### src/rtl/ptmr_pkg.sv
package ptmr_pkg;
  typedef struct packed {
    logic       psync;
    logic       pol;
    logic       csync;
    logic [4:0] mode;
  } cfg_t;

  localparam logic [1:0] A_RUN = 2'd0;
  localparam logic [1:0] A_CFG = 2'd1;
  localparam logic [1:0] A_PER = 2'd2;
  localparam logic [1:0] A_CNT = 2'd3;
endpackage

### src/rtl/ptmr_edge.sv
// Brings the timer clock into the system domain and turns the chosen edge
// into a single-cycle strobe, optionally re-timed by one register.
module ptmr_edge #(
  parameter int SYNC_N = 2
) (
  input  logic clk,
  input  logic rst,
  input  logic tclk_in,
  input  logic pol,
  input  logic psync,
  output logic tick
);
  logic [SYNC_N-1:0] sq;
  logic              last;
  logic              raw;
  logic              tick_q;

  always_ff @(posedge clk) begin
    if (rst) begin
      sq     <= '0;
      last   <= 1'b0;
      tick_q <= 1'b0;
    end else begin
      sq     <= {sq[SYNC_N-2:0], tclk_in};
      last   <= sq[SYNC_N-1];
      tick_q <= raw;
    end
  end

  always_comb begin
    if (pol) raw = last & ~sq[SYNC_N-1];
    else     raw = ~last & sq[SYNC_N-1];
  end

  assign tick = psync ? tick_q : raw;

  // A re-timed strobe must trace back to a detected edge one cycle earlier
  AST_RETIMED_FROM_EDGE: assert property (@(posedge clk) disable iff (rst)
    (psync && tick_q) |-> $past(sq[SYNC_N-1]) != $past(last));
endmodule

### src/rtl/ptmr_ensync.sv
// Run-bit path: direct, or through a pipeline that advances on count strobes.
module ptmr_ensync #(
  parameter int STAGES = 2
) (
  input  logic clk,
  input  logic rst,
  input  logic tick,
  input  logic csync,
  input  logic en,
  output logic run
);
  logic [STAGES-1:0] pipe;

  always_ff @(posedge clk) begin
    if (rst || !csync) pipe <= '0;
    else if (tick)     pipe <= {pipe[STAGES-2:0], en};
  end

  assign run = csync ? pipe[STAGES-1] : en;

  AST_CSYNC_STEADY: assert property (@(posedge clk) disable iff (rst)
    (csync && !tick) |=> (!csync || $stable(run)));
endmodule

### src/rtl/ptmr_count.sv
module ptmr_count #(
  parameter int W = 8
) (
  input  logic         clk,
  input  logic         rst,
  input  logic         tick,
  input  logic         run,
  input  logic         load,
  input  logic [W-1:0] load_val,
  input  logic [W-1:0] per,
  output logic [W-1:0] cnt
);
  always_ff @(posedge clk) begin
    if (rst)               cnt <= '0;
    else if (load)         cnt <= load_val;
    else if (tick && run)  cnt <= (cnt == per) ? '0 : cnt + 1'b1;
  end

  AST_WRAP_ZERO: assert property (@(posedge clk) disable iff (rst)
    (tick && run && !load && cnt == per) |=> cnt == '0);
  AST_STEP_ONE: assert property (@(posedge clk) disable iff (rst)
    (tick && run && !load && cnt != per) |=> cnt == W'($past(cnt) + 1'b1));
  AST_HOLD_IDLE: assert property (@(posedge clk) disable iff (rst)
    (!(tick && run) && !load) |=> $stable(cnt));
endmodule

### src/rtl/ptmr_top.sv
module ptmr_top
  import ptmr_pkg::*;
#(
  parameter int CNT_W    = 8,
  parameter int SYNC_N   = 2,
  parameter int START_N  = 2
) (
  input  logic             clk,
  input  logic             rst,
  input  logic             tclk_in,
  input  logic             wr_en,
  input  logic [1:0]       addr,
  input  logic [CNT_W-1:0] wdata,
  output logic [CNT_W-1:0] rdata
);
  localparam int DW = CNT_W;

  logic           en;
  cfg_t           cfg;
  logic [DW-1:0]  per;
  logic [DW-1:0]  cnt;
  logic           tick;
  logic           run;
  logic           load;

  always_ff @(posedge clk) begin
    if (rst) begin
      en  <= 1'b0;
      cfg <= '0;
      per <= '0;
    end else if (wr_en) begin
      case (addr)
        A_RUN: en <= wdata[0];
        A_CFG: begin
          cfg.psync <= wdata[7];
          cfg.csync <= wdata[5];
          cfg.mode  <= wdata[4:0];
          if (!en) cfg.pol <= wdata[6];
        end
        A_PER: per <= wdata;
        default: ;
      endcase
    end
  end

  assign load = wr_en && (addr == A_CNT) && !en;

  ptmr_edge #(.SYNC_N(SYNC_N)) u_edge (
    .clk(clk), .rst(rst), .tclk_in(tclk_in),
    .pol(cfg.pol), .psync(cfg.psync), .tick(tick)
  );

  ptmr_ensync #(.STAGES(START_N)) u_ensync (
    .clk(clk), .rst(rst), .tick(tick),
    .csync(cfg.csync), .en(en), .run(run)
  );

  ptmr_count #(.W(DW)) u_count (
    .clk(clk), .rst(rst), .tick(tick), .run(run),
    .load(load), .load_val(wdata), .per(per), .cnt(cnt)
  );

  always_ff @(posedge clk) begin
    if (rst) rdata <= '0;
    else begin
      case (addr)
        A_RUN:   rdata <= {{(DW-1){1'b0}}, en};
        A_CFG:   rdata <= DW'(cfg);
        A_PER:   rdata <= per;
        default: rdata <= cnt;
      endcase
    end
  end

  AST_POL_LOCKED: assert property (@(posedge clk) disable iff (rst)
    (wr_en && addr == A_CFG && en) |=> $stable(cfg.pol));
  AST_LOAD_BLOCKED: assert property (@(posedge clk) disable iff (rst)
    (wr_en && addr == A_CNT && en && !(tick && run)) |=> $stable(cnt));
endmodule

### config.mk
export PLATFORM = sky130hd
export DESIGN_NAME = ptmr_top
export DESIGN_NICKNAME = d
export VERILOG_FILES = /design/src/rtl/ptmr_pkg.sv /design/src/rtl/ptmr_edge.sv /design/src/rtl/ptmr_ensync.sv /design/src/rtl/ptmr_count.sv /design/src/rtl/ptmr_top.sv
export SDC_FILE = /design/constraint.sdc
export NUM_CORES = 1
export LEC_CHECK = 0
export BUFFER_PORTS_ARGS = -buffer_cell sky130_fd_sc_hd__buf_2
export CAP_MARGIN = 15
export CORE_ASPECT_RATIO = 0.9
export CORE_MARGIN = 1
export CORE_UTILIZATION = 40
export CTS_CLUSTER_SIZE = 25
export DETAILED_ROUTE_END_ITERATION = 8
export SLEW_MARGIN = 10
export SYNTH_ARGS = -nofsm -noshare
export SYNTH_HDL_FRONTEND = slang
export SYNTH_SLANG_ARGS = --single-unit
### constraint.sdc
create_clock -name clk -period 1.95 [get_ports clk]
set_input_delay 0.2925 -clock clk [delete_from_list [all_inputs] [get_ports clk]]
set_output_delay 0.2925 -clock clk [all_outputs]
set_load 0.02 [all_outputs]
# Yosys cells after proc, flatten, opt, wreduce, memory -nomap -nowiden
# Index checks and enable logic that the tools add are counted.
word_totals:
  word_cells: 41
  out_inout_bits: 8
  inputBits: 14
  reg_bits: 39
classes:
  eq_ne: 4
  mux: 7
  n_addsub: 1
  n_bitwise: 5
  n_reduce_logical: 12
ops:
  columns: ["operator", "n"]
  rows:
  - ["$mux 8", 3]
  - ["$pmux 8 s3", 1]
  - ["$add 8x1->8 const B", 1]
  - ["$eq 8x8->1", 1]
  - ["$reduce_and 2->1", 3]
  - ["$eq 2x2->1 const B", 2]
  - ["$logic_and 1x1->1", 3]
  - ["$mux 1", 3]
  - ["$not 1->1", 3]
  - ["$reduce_and 3->1", 1]
  - ["$and 1x1->1", 2]
  - ["$eq 2x1->1 const B", 1]
  - ["$logic_not 1->1", 2]
  - ["$logic_not 2->1", 1]
  - ["$reduce_bool 2->1", 1]
  - ["$logic_or 1x1->1", 1]

# Logic depth before layout (Yosys ltp)
# Gate-level depths: netlist of the first run.
logic_depth:
  ltp_word: 7
  mapped_depth: 6

# Hierarchy
# From an unflattened synthesis of the first run, not the netlist that was laid out.
unflattened:
  hier_cells: 196
  hier_area_um2: 1966.9
by_module_without_submodules:
  columns: ["mod", "area_per_inst_um2", "cells_each", "seq_area_each_um2", "instances"]
  rows:
  - ["ptmr_top", 1083.5, 97, 500.5, 1]
  - ["ptmr_count", 658.1, 78, 160.2, 1]
  - ["ptmr_edge", 136.4, 13, 80.1, 1]
  - ["ptmr_ensync", 88.8, 8, 40.0, 1]

# Worst setup path before layout of the first run
# No wires, ideal clock.
synth_path:
  kind: "flip-flop to flip-flop"
  start: "register u_count.cnt[3]"
  end: "register u_count.cnt[6]"
  stages_incl_launch_ff: 6
  setup_slack_ps: 475
  period_less_slack_ps: 1475
  required_ps: 1811
  n_path_buf: 0
  arrival_ps: 1336
  cell_sequence: "dfxtp_1 > xor2_1 > nor4_1 > nand2_1 > a31oi_1 > a211oi_2"
synth_via:
  elab_chain_cells: 4
  word_cells_on_any_way: 5
  classes_between: "add/sub: 1; eq/ne: 1; mux: 3"
synth_lines:
  columns: ["element", "line_no", "source"]
  rows:
  - ["start, declared", "ptmr_count.sv:11", "output logic [W-1:0] cnt"]
  - ["start signal, assigned", "ptmr_count.sv:15", "else if (load) cnt <= load_val;"]
  - ["start signal, assigned", "ptmr_count.sv:16", "else if (tick && run) cnt <= (cnt == per) ? '0 : cnt + 1'b1;"]
  - ["$add 8x1->8 or $eq 8x8->1 (tied branches)", "ptmr_count.sv:16", null]
  - ["$mux 8 (*) (2 in a row)", "ptmr_count.sv:16", null]
  - ["$mux 8 (*)", "ptmr_count.sv:15", null]
# Mark *: on every way between the ends. The rest lies on a longest branch, timed or not. The select of a mux whose other input is x is not followed.
# A chain may end at the register's enable or synchronous reset.

# Worst setup path in the final report of the first run
layout_path:
  start: "register u_count.cnt[4]"
  end: "register u_count.cnt[6]"
# The elaborated chain is that of the path after synthesis.

==> results of run 1 <==
==> cell families after synthesis <==
family | Yosys count
AND/OR/NAND/NOR | 80
AO/OA/AOI/OAI | 43
flip-flops | 39
multiplexers | 20
buffers and inverters | 12
XOR/XNOR | 8
adder cells (fa/ha/maj) | 1
==> critical path, cell delays in order (launching register included) <==
cell and delay (ns):
dfxtp_1 0.50, xor2_1 0.11, nor4_1 0.45, nand2_1 0.31
a31oi_1 0.27, a211oi_2 0.09
==> where the power goes <==
| group | total [W] | switching (W) | internal (W) |
|---|---|---|---|
| logic | 0.000278 | 0.000154 | 0.000124 |
| clock network | 0.000524 | 0.000273 | 0.000251 |
| registers | 0.000886 | 0.0000490 | 0.000838 |
==> sequential cells by signal (all words and copies together) (netlist names) <==
| signal | flops |
|---|---|
| cfg | 8 |
| per | 8 |
| rdata | 8 |
| u_count.cnt | 8 |
| u_edge.sq | 2 |
| u_ensync.pipe | 2 |
| en | 1 |
| u_edge.last | 1 |
| u_edge.tick_q | 1 |
==> stage by stage <==
step                      utilization  worst slack, ns  total power [W]
after floorplan                     -            0.475          0.00109
after global placement          0.459           0.0937          0.00118
after detailed placement        0.459            0.172          0.00118
after CTS                       0.477            0.155          0.00170
after global routing            0.477          0.00176          0.00178
final                           0.477            0.112          0.00169
==> synth_stat cells, types with 4 or more instances <==
| master | n |
|---|---|
| nand2_1 | 15 |
| a21oi_1 | 10 |
| dfxtp_1 | 39 |
| nor2_1 | 27 |
| a22oi_1 | 7 |
| a21oi_2 | 6 |
| nand3_1 | 10 |
| xor2_1 | 8 |
| o21ai_0 | 5 |
| mux2_2 | 7 |
| buf_2 | 4 |
| mux2i_1 | 12 |
| nor4_1 | 5 |
| clkbuf_1 | 7 |
| a211oi_2 | 6 |
| nor2b_1 | 5 |
==> per-layer routing <==
| layer | up-vias | track usage |
|---|---|---|
| met2 | 45 | 0.305 |
| met1 | 728 | 0.272 |
| met4 | 0 | 0.0660 |
| met5 | - | 0 |
| li1 | 771 | - |
| met3 | 7 | 0.0439 |
==> cell type report <==
type	count	share of cell area
clock inverters	1	0.00234
clock buffers	7	0.0356
repair buffers	28	0.0736
multi-input cells	152	0.488
flip-flops and latches	39	0.364
well taps	62	0.0362
==> final timing paths <==
path,startpoint,to
max,u_count.cnt[4],u_count.cnt[6]
min,tclk_in,u_edge.sq[0]
max reg2reg,u_count.cnt[4],u_count.cnt[6]
min reg2reg,u_edge.sq[0],u_edge.sq[1]
==> impl_metrics.csv, run 1 <==
group,metric,value,unit
run_status,outcome,"complete, no violations",
synth,async_reset_ff_frac,0,
sta,finalSetupViolations,0,
floorplanning,die_h,67.1,um
cells_and_area,n_fill_cell,483,
setup_path,path_class,"flop to flop",
min_path,worstHoldPathType,"input pin to flop",
cells_and_area,seq_area,781,sq um
sta,maxSlewHeadroom,0.664,
setup_path,start_kind,"flop",
clock_network,post_cts_resized,0,
floorplanning,die-width,74.3,um
setup_path,rrSetupSlack,0.11,ns
place,post_dp_cell_area,2060,sq um
floorplanning,die_area,4990,sq um
routing,drt_iter0_markers,98,
setup_path,critPathCaptureType,"flop",
global_route,grt_pass1_wl,7260,um
sta,fin_crit_sh,0.943,
place,dp.cells,281,
power,powerDensity,788,nW/um^2
sta,tns,0,ns
synth,synthTopCellsByArea,"dfxtp_1, mux2i_1, nor2_1",
sta,fin_crit,1.84,ns
clock_network,clk_pin_slew,0.07,ns
synth,ys.flop_type,"dfxtp_1",
cells_and_area,stdcell_count,289,
flow_run,drv_cap,0,
sta,whs,0.211,ns
cells_and_area,diodes,0,
floorplanning,start_util,0.419,
sta,drv_slew,0,
routing,num_vias,1551,
setup_path,arrival,2.01,ns
routing,wl_met1,2080,um
synth,yosysWarnings,0,
cells_and_area,layout_commonest_cell,"dfxtp_1",
synth,synth_top_area_frac,0.415,
synth,syn_area_per_cell,9.28,sq um
global_route,antenna_found_initial,0,
sta,tightest_slew,0.504,ns
clock_network,cts_root_buf,"clkbuf_8",
synth,syn_inst,203,
global_route,grt_pass1_vias,1451,
synth,synth-xor-area-share,0.0372,
sta,max_freq,544,MHz
setup_path,r2r.worst_path.cells,5,
clock_network,post_cts_buffers,0,
cells_and_area,final_area,2140,sq um
synth,ys_seq_elements,39,
clock_network,hold_buffers,0,
synth,synth_top_family_by_area,"simple AND/OR/NAND/NOR gates",
routing,wl_per_cell,15.2,um
place,port_buffers,21,
cells_and_area,final_net_count,241,
place,hpwl,3120,um
floorplanning,core,4490,sq um
sta,clock_skew,0.00364,ns
synth,synth_area_leader_cell,"dfxtp_1",
cells_and_area,final_cell_mix,"dfxtp_1, nor2_1, buf_2, nand2_1, mux2i_1",
synth,synth-adder-area-share,0.00664,
routing,wl,4380,um
synth,syn_nets,218,
cells_and_area,multi_input_area,1040,sq um
synth,synth_edf_count,0,
sta,grt_setup_unrepaired,"no",
clock_network,clockBufferDepth,2,
clock_network,clkSinkCount,39,
sta,finalHoldViolCount,0,
clock_network,cts_tree,"built",
routing,routed.top_layer,"met4",
cells_and_area,area_growth_syn_to_layout,13.8,%
synth,synthesis.area,1880,sq um
routing,antenna_left,0,
routing,dr.pass1.iters,4,
global_route,grt_max_degree,17,
routing,wl_met3,269,um
synth,ys_types,37,
place,gp_congestion,0.867,
synth,synthMuxAreaShare,0.118,
synth,ys_seq_area_frac,0.415,
routing,dr_wl_met2,1980,um
routing,viasPerCell,5.37,
cells_and_area,drive_gt1_frac,0.256,
setup_path,critical_path_required,2.12,ns
clock_network,numCtsBuffers,5,
floorplanning,rows,23,
power,p_leak,0.887,nW
clock_network,clkLatencyLatePin,0.29,ns
floorplanning,io_pins,22,
power,vdd_drop_max,0.000552,V
global_route,globalRouteTotalUtil,0.198,
synth,synth_compound_area_frac,0.177,
global_route,grt_overflow,0,
min_path,hold_path_depth,2,
synth,synthSimpleGateAreaFrac,0.216,
setup_path,cp_max_fo,9,
clock_network,cts_htree_levels,2,
routing,drc,0,
No activity file was read; power rests on OpenSTA's default activity.
==> run 2, diff against run 1 <==
--- a/config.mk
+++ b/config.mk
@@ -15,4 +15,5 @@
 export SLEW_MARGIN = 10
 export SYNTH_ARGS = -nofsm -noshare
 export SYNTH_HDL_FRONTEND = slang
+export SYNTH_HIERARCHICAL = 1
 export SYNTH_SLANG_ARGS = --single-unit
==> impl_metrics.csv, run 2 <==
group,metric,value,unit
cells_and_area,area_growth_syn_to_layout,15.6,%
synth,ys_seq_area_frac,0.397,
routing,wl,4550,um
sta,finalHoldViolCount,0,
routing,drc,0,
setup_path,cp_max_fo,3,
global_route,grt_pass1_vias,1542,
global_route,grt_pass1_wl,7580,um
sta,fin_crit_sh,0.940,
setup_path,reg2reg_from,"u_edge/last",
routing,viasPerCell,5.25,
sta,tightest_slew,0.564,ns
global_route,grt-busiest-layer,"met2",
setup_path,critical_path_required,2.18,ns
clock_network,hold_buffers,0,
setup_path,arrival,2.07,ns
setup_path,cp-endpoint,"u_count/cnt[3]",
sta,tns,0,ns
run_status,outcome,"complete, no violations",
place,port_buffers,21,
synth,async_reset_ff_frac,0,
synth,synth_edf_count,0,
global_route,grt_overflow,0,
synth,syn_inst,196,
setup_path,r2r.worst_path.cells,6,
cells_and_area,layout_commonest_cell,"dfxtp_1",
routing,drt_iter0_markers,82,
floorplanning,die-width,75.9,um
floorplanning,start_util,0.430,
sta,drv_slew,0,
min_path,worstHoldPathType,"input pin to flop",
synth,yosysWarnings,6,
synth,ys_types,46,
sta,clock_skew,0.00300,ns
place,gp_congestion,0.882,
power,powerDensity,805,nW/um^2
power,p_switching,0.000501,W
power,pwr-share-seq,0.489,
cells_and_area,final_cell_mix,"dfxtp_1, mux2i_1, nand2b_1, buf_2, a21oi_1",
routing,num_vias,1496,
sta,finalSetupViolations,0,
place,hpwl,3240,um
power,p_clk_frac,0.325,
sta,fin_crit,1.83,ns
cells_and_area,drive_gt1_frac,0.229,
routing,antenna_left,0,
setup_path,crit_start,"u_edge/last",
sta,maxSlewHeadroom,0.624,
global_route,gr-usage-met3,0.0500,
synth,ys.flop_type,"dfxtp_1",
synth,synthesis.area,1970,sq um
synth,synth_top_area_frac,0.397,
floorplanning,die_h,68.5,um
power,p_sw_frac,0.274,
setup_path,start_kind,"flop",
synth,synth_area_leader_cell,"dfxtp_1",
setup_path,critPathCaptureType,"flop",
floorplanning,rows,23,
sta,whs,0.223,ns
synth,synth.most_common_cell,"dfxtp_1",
clock_network,clkLatencyLatePin,0.29,ns
cells_and_area,final_net_count,237,
clock_network,numCtsBuffers,5,
power,internal-power,0.00133,W
synth,syn_area_per_cell,10.0,sq um
routing,dr.pass1.iters,4,
clock_network,cts_htree_levels,2,
clock_network,clk_pin_slew,0.07,ns
synth,synthTopCellsByArea,"dfxtp_1, mux2i_1, nand2b_1",
sta,grt_setup_unrepaired,"no",
clock_network,cts_root_buf,"clkbuf_8",
global_route,globalRouteTotalUtil,0.194,
clock_network,clockBufferDepth,2,
power,vdd_drop_max,0.000423,V
power,p_leak,0.965,nW
flow_run,drv_cap,0,
synth,ys_seq_elements,39,
cells_and_area,diodes,0,
setup_path,rrSetupSlack,0.12,ns
power,comb_power_share,0.186,
synth,synthTopCellsByCount,"dfxtp_1, mux2i_1, nand2b_1",
synth,syn_nets,211,
global_route,grt_max_degree,23,
clock_network,clkSinkCount,39,
min_path,hold_path_depth,2,
setup_path,path_class,"flop to flop",
global_route,grt_use_met2,0.339,
global_route,gr-usage-met1,0.232,
sta,max_freq,545,MHz
floorplanning,die_area,5200,sq um
global_route,antenna_found_initial,0,
setup_path,worstReg2RegEnd,"u_count/cnt[3]",
clock_network,cts_tree,"built",
floorplanning,core,4580,sq um
floorplanning,io_pins,22,
routing,wl_per_cell,16.0,um
[run 2: critical path, stage by stage, from the launching register on]
cell	delay, ns
dfxtp_1	0.31
or3b_1	0.40
a31oi_2	0.24
nand2_1	0.10
or3_2	0.45
a22oi_1	0.15
o31a_1	0.13
[run 2: what timing repair did]
item	in CTS	in global routing
gates resized for setup	0	2
endpoints found under the setup margin	0	2
setup buffers	0	0
[run 2: cells by family after synthesis]
logic type / synth area share
xor gates and xnor gates: 0.0356
muxes: 0.167
and+or+nand+nor: 0.256
buffers and inverters: 0.0337
adders and majority gates: 0.00636
AOI/OAI and AO/OA: 0.104
DFF: 0.397
[run 2: metrics by stage]
stage / instance area [sq um] / worst slack, ns / util / cells / total power (W)
after floorplan: 1970 / 0.0444 / - / 196 / 0.00115
after global placement: 2160 / 0.147 / 0.473 / 277 / 0.00124
after detailed placement: 2160 / 0.123 / 0.473 / 277 / 0.00125
after CTS: 2260 / 0.104 / 0.495 / 285 / 0.00184
after global routing: 2270 / 0.0241 / 0.497 / 285 / 0.00193
final: 2270 / 0.116 / 0.497 / 285 / 0.00183
[run 2: cell type report]
cell class / count / area, sq um
Clock buffer: 8 / 100
Fill cell: 435 / 2300
Inverter: 4 / 15.0
Multi-Input combinational cell: 143 / 1130
Sequential cell: 39 / 781
Tap cell: 62 / 77.6
Timing Repair Buffer: 29 / 165
[run 2: how the worst min path moves through the flow]
stage / to / from
after CTS: u_edge/sq[0] / tclk_in
final: u_edge/sq[0] / tclk_in
after global placement: u_edge/sq[1] / u_edge/sq[0]
after floorplan: u_edge/tick_q / rst
after global routing: u_edge/sq[0] / tclk_in
after detailed placement: u_edge/sq[1] / u_edge/sq[0]
[run 2: layer usage]
metal | share of wire | wire length [um]
met3 | 0.030 | 138
met4 | 0.011 | 48
met1 | 0.48 | 2200
met5 | 0 | 0
met2 | 0.47 | 2160
[run 2: power groups by stage]
stage | Combinational, W | Clock (W) | Sequential (W)
3_3_place_gp | 0.000328 | 0 | 0.000911
5_1_grt | 0.000371 | 0.000656 | 0.000903
6_report | 0.000340 | 0.000594 | 0.000895
2_1_floorplan | 0.000240 | 0 | 0.000908
3_5_place_dp | 0.000332 | 0 | 0.000914
4_1_cts | 0.000334 | 0.000614 | 0.000895
